[src/rtl/oneshot_pkg.sv]
package oneshot_pkg;

    // Controller states of the one-shot
    typedef enum logic [1:0] {
        ST_HOLD   = 2'd0,
        ST_ARMED  = 2'd1,
        ST_IDLE   = 2'd2,
        ST_PULSE  = 2'd3
    } os_state_e;

endpackage

[src/rtl/oneshot_trig.sv]
// Fire-condition detector: condition level plus its entry edge.
module oneshot_trig (
    input  logic clk,
    input  logic trig_a_n,
    input  logic trig_b,
    output logic fire_cond,
    output logic cond_entry
);

    logic cond_q;

    assign fire_cond = ~trig_a_n & trig_b;

    // Pure data history; follows the inputs in every state, reset included.
    always_ff @(posedge clk) begin
        cond_q <= fire_cond;
    end

    assign cond_entry = fire_cond & ~cond_q;

endmodule

[src/rtl/oneshot_timer.sv]
// Down-counter for the pulse length; loads width-1 (0 treated as 1).
module oneshot_timer #(
    parameter int CNT_W = 16
) (
    input  logic             clk,
    input  logic             load,
    input  logic             run,
    input  logic [CNT_W-1:0] width_in,
    output logic             last
);

    localparam logic [CNT_W-1:0] ONE  = {{(CNT_W-1){1'b0}}, 1'b1};
    localparam logic [CNT_W-1:0] ZERO = '0;

    logic [CNT_W-1:0] remain;

    always_ff @(posedge clk) begin
        if (load) begin
            remain <= (width_in == ZERO) ? ZERO : (width_in - ONE);
        end else if (run && (remain != ZERO)) begin
            remain <= remain - ONE;
        end
    end

    assign last = (remain == ZERO);

endmodule

[src/rtl/oneshot_pulse.sv]
module oneshot_pulse
    import oneshot_pkg::*;
#(
    parameter int CNT_W = 16
) (
    input  logic             clk,
    input  logic             rst_n,
    input  logic             trig_a_n,
    input  logic             trig_b,
    input  logic [CNT_W-1:0] width_cycles,
    output logic             pulse_q,
    output logic             pulse_qn
);

    os_state_e state, state_nx;
    logic      fire_cond;
    logic      cond_entry;
    logic      cnt_last;
    logic      start;
    logic      q_reg;

    oneshot_trig u_trig (
        .clk        (clk),
        .trig_a_n   (trig_a_n),
        .trig_b     (trig_b),
        .fire_cond  (fire_cond),
        .cond_entry (cond_entry)
    );

    oneshot_timer #(.CNT_W(CNT_W)) u_timer (
        .clk      (clk),
        .load     (start),
        .run      (state == ST_PULSE),
        .width_in (width_cycles),
        .last     (cnt_last)
    );

    // Next-state logic
    always_comb begin
        state_nx = ST_HOLD;
        if (!rst_n) begin
            unique case (state)
                ST_HOLD:  state_nx = cond_entry ? ST_ARMED : ST_HOLD;  // arm
                ST_ARMED: state_nx = ST_ARMED;
                default:  state_nx = ST_HOLD;                          // clear
            endcase
        end else begin
            unique case (state)
                ST_HOLD:  state_nx = ST_IDLE;                                  // release
                ST_ARMED: state_nx = fire_cond ? ST_PULSE : ST_IDLE;           // armed fire / release
                ST_IDLE:  state_nx = cond_entry ? ST_PULSE : ST_IDLE;          // fire
                ST_PULSE: state_nx = cnt_last ? ST_IDLE : ST_PULSE;            // expire
                default:  state_nx = ST_HOLD;
            endcase
        end
    end

    assign start = (state_nx == ST_PULSE) && (state != ST_PULSE);

    // State register
    always_ff @(posedge clk) begin
        state <= state_nx;
    end

    // Output register; reset gates it without waiting for an edge
    always_ff @(posedge clk) begin
        q_reg <= (state_nx == ST_PULSE);
    end

    assign pulse_q  = q_reg & rst_n;
    assign pulse_qn = ~pulse_q;

endmodule

[config.mk]
export PLATFORM = sky130hd
export DESIGN_NAME = oneshot_pulse
export DESIGN_NICKNAME = d
export VERILOG_FILES = /design/src/rtl/oneshot_pkg.sv /design/src/rtl/oneshot_trig.sv /design/src/rtl/oneshot_timer.sv /design/src/rtl/oneshot_pulse.sv
export SDC_FILE = /design/constraint.sdc
export NUM_CORES = 1
export LEC_CHECK = 0
export ABC_CLOCK_PERIOD_IN_PS = 3300
export BUFFER_PORTS_ARGS = -buffer_cell sky130_fd_sc_hd__buf_2
export CAP_MARGIN = 20
export CORE_MARGIN = 10
export CORE_UTILIZATION = 56
export CTS_CLUSTER_SIZE = 20
export DETAILED_ROUTE_END_ITERATION = 12
export GPL_ROUTABILITY_DRIVEN = 0
export PLACE_DENSITY = 0.79
export SKIP_CTS_REPAIR_TIMING = 1
export SYNTH_ARGS = -nofsm -noshare
export SYNTH_HDL_FRONTEND = slang
export SYNTH_SLANG_ARGS = --single-unit
[constraint.sdc]
create_clock -name clk -period 3.3 [get_ports clk]
set_input_delay 0.66 -clock clk [delete_from_list [all_inputs] [get_ports clk]]
set_output_delay 0.66 -clock clk [all_outputs]
set_load 0.005 [all_outputs]
==> flow_summary.ini <==
[cells_and_area]
drive_above_1_share_pct = 21.60
reg.largest.list = u_timer.remain: 16 flops, state: 2 flops
layout_commonest_cell = buf_2
fillCellCount = 208
largest_reg_flops = 16
regMostFlops = u_timer.remain
final_cell_mix = buf_2 (21), xnor2_1 (20), edfxtp_1 (16)
fin_area_sq_um = 1555
final_nets = 187
diodes = 0
syn_to_final_growth_pct = 11.78

[worst_setup_path]
worstSetupPathType = flop to flop
crit_path_end_kind = flop
start_kind = flop
arrival_ns = 2.63
cp.required_ns = 3.26
crit_fanout = 16

[power_and_ir_drop]
power.total_w = 0.0005538
p_leak_nw = 0.5200
p_per_area_nw_per_um2 = 356.1
peakVddDrop_v = 0.0002969

[timing]
fin_skew_ns = 0.008890
period_minus_slack_ns = 2.675
slew_headroom_pct = 48.67
period_share_pct = 81.07
drv_slew = 0
finalSetupViolCount = 0
worst_slew_pin_slew_ns = 0.7700
rsz0062_at_grt = no
final-hold-violation-count = 0
hold_ws_ns = 0.5411
fmax_mhz = 373.8
tns_ns = 0

[grt]
antenna_found_initial = 0
grt_max_degree = 19
grt_pass1_wl_mm = 5.430
grt_pass1_vias = 1210
track_usage_pct = 13.23
gr-total-overflow = 0

[logic_synthesis]
synth_cells = 138
netlist_area_sq_um = 1391
synthFlopType = edfxtp_1
synth_top_family_by_area = simple AND/OR/NAND/NOR gates
synth_edf_count = 16
synthArstFlopShare_pct = 0
synth.net_count = 162
synth_top_area_share_pct = 34.53
synth_top_area_cell = edfxtp_1
synth.yosys.seq_area_share_pct = 40.29
yosys_register_bits = 20
synth_area_leaders = edfxtp_1 (35%), xnor2_1 (13%), dfxtp_1 (5.8%)
synth_fa_ha_area_share_pct = 3.597
ys_types = 34
synth_xor_area_share_pct = 17.00
avgSynthCellArea_sq_um = 10.08
ys_warn_count = 0
muxShareOfSynthArea_pct = 0.7194
synthSimpleGateAreaFrac_pct = 23.02
synth_compound_area_share_pct = 12.32

[clock_network]
numCtsBuffers = 3
clockBufferDepth = 2
cts_root_buffer = clkbuf_4
insertion_delay_ns = 0.30
htreeDepth = 1
cts_tree = yes
cts.sink_count = 20
clk_pin_slew_worst_paths_ns = 0.12

[place]
portBuffers = 21
placed_area_sq_um = 1529
dp.final_hpwl_mm = 2.428

[floorplanning]
die_y_microns = 69.85
rows = 18
start_util_pct = 57.20
die-area_sq_um = 4878
core_area_sq_um = 2432
die_x_microns = 69.85
ios = 22

[detailed_routing]
post_drt_wl_per_cell_microns = 16.53
dr.pass1.iters = 4
drc = 0
via_per_inst = 6.042
drtAntennaViolNets = 0
wirelength_mm = 3.173
drt_iter0_markers = 68
num_vias = 1160

[outcome]
outcome = finished, final reports clean

[flow_run]
drv_cap = 0

[worst_hold_path]
min_path_type = input pin to flop
==> cell usage after synthesis, drive strengths merged (3+ instances only) <==
| master | count |
|---|---|
| o22ai | 15 |
| xnor2 | 20 |
| edfxtp | 16 |
| dfxtp | 4 |
| nor4 | 7 |
| xor2 | 7 |
| nand2 | 8 |
| nor2 | 13 |
| nor3 | 8 |
| inv | 6 |
| nand3b | 3 |
| or4 | 6 |
| ha | 4 |
==> through the flow <==
stage          util [%]  setup WS (ns)  std cells
6_report          63.94         0.6247        192
3_5_place_dp      62.86         0.6611        188
4_1_cts           63.94         0.6430        192
3_3_place_gp      62.86         0.7117        188
2_1_floorplan         -         0.9200        138
5_1_grt           63.94         0.5606        192
==> layer usage <==
metal | vias up | routed length, microns | GRT usage, %
li1 | 561 | - | -
met1 | 546 | 1276 | 15.14
met2 | 45 | 1624 | 22.46
met3 | 8 | 224 | 4.292
met4 | 0 | 48 | 4.386
met5 | - | 0 | 0
==> report_power, final <==
part	total, W	internal [W]	leakage, nW	switching (W)
clock network	0.000123	0.0000471	0.0150	0.0000759
logic	0.000107	0.0000498	0.322	0.0000576
registers	0.000323	0.000301	0.183	0.0000222
total	0.000554	0.000398	0.520	0.000156
==> final cells by class <==
cell class | count | area [sq um] | area share [%]
clock buffers | 4 | 26.28 | 1.689
inverters | 6 | 22.52 | 1.448
multi-input cells | 109 | 788.3 | 50.68
flip-flops and latches | 20 | 560.5 | 36.04
well taps | 30 | 37.54 | 2.414
repair buffers | 23 | 120.1 | 7.723
==> critical path: stages, from the launching register on <==
cell,delay [ns]
edfxtp_1,0.49
or4_4,0.59
or4_1,0.48
nand3b_1,0.24
a31o_1,0.53
==> worst paths after layout <==
kind                startpoint            endpoint  slack [ns]  depth (start not counted)
max          u_timer.remain[8]  u_timer.remain[14]        0.62                          4
min                      rst_n            state[1]        0.54                          1
min reg2reg           state[0]               q_reg        0.62                          2
max reg2reg  u_timer.remain[8]  u_timer.remain[14]        0.62                          4
==> cell families (layout without fill, tap and decap cells) <==
kind of cell,Yosys count,count (layout)
AO/OA/AOI/OAI,24,24
multiplexers,1,1
adder cells (fa/ha/maj),4,4
buffers and inverters,9,33
flip-flops,20,20
XOR/XNOR,27,27
AND/OR/NAND/NOR,53,53
(Power assumes the default switching activity.)
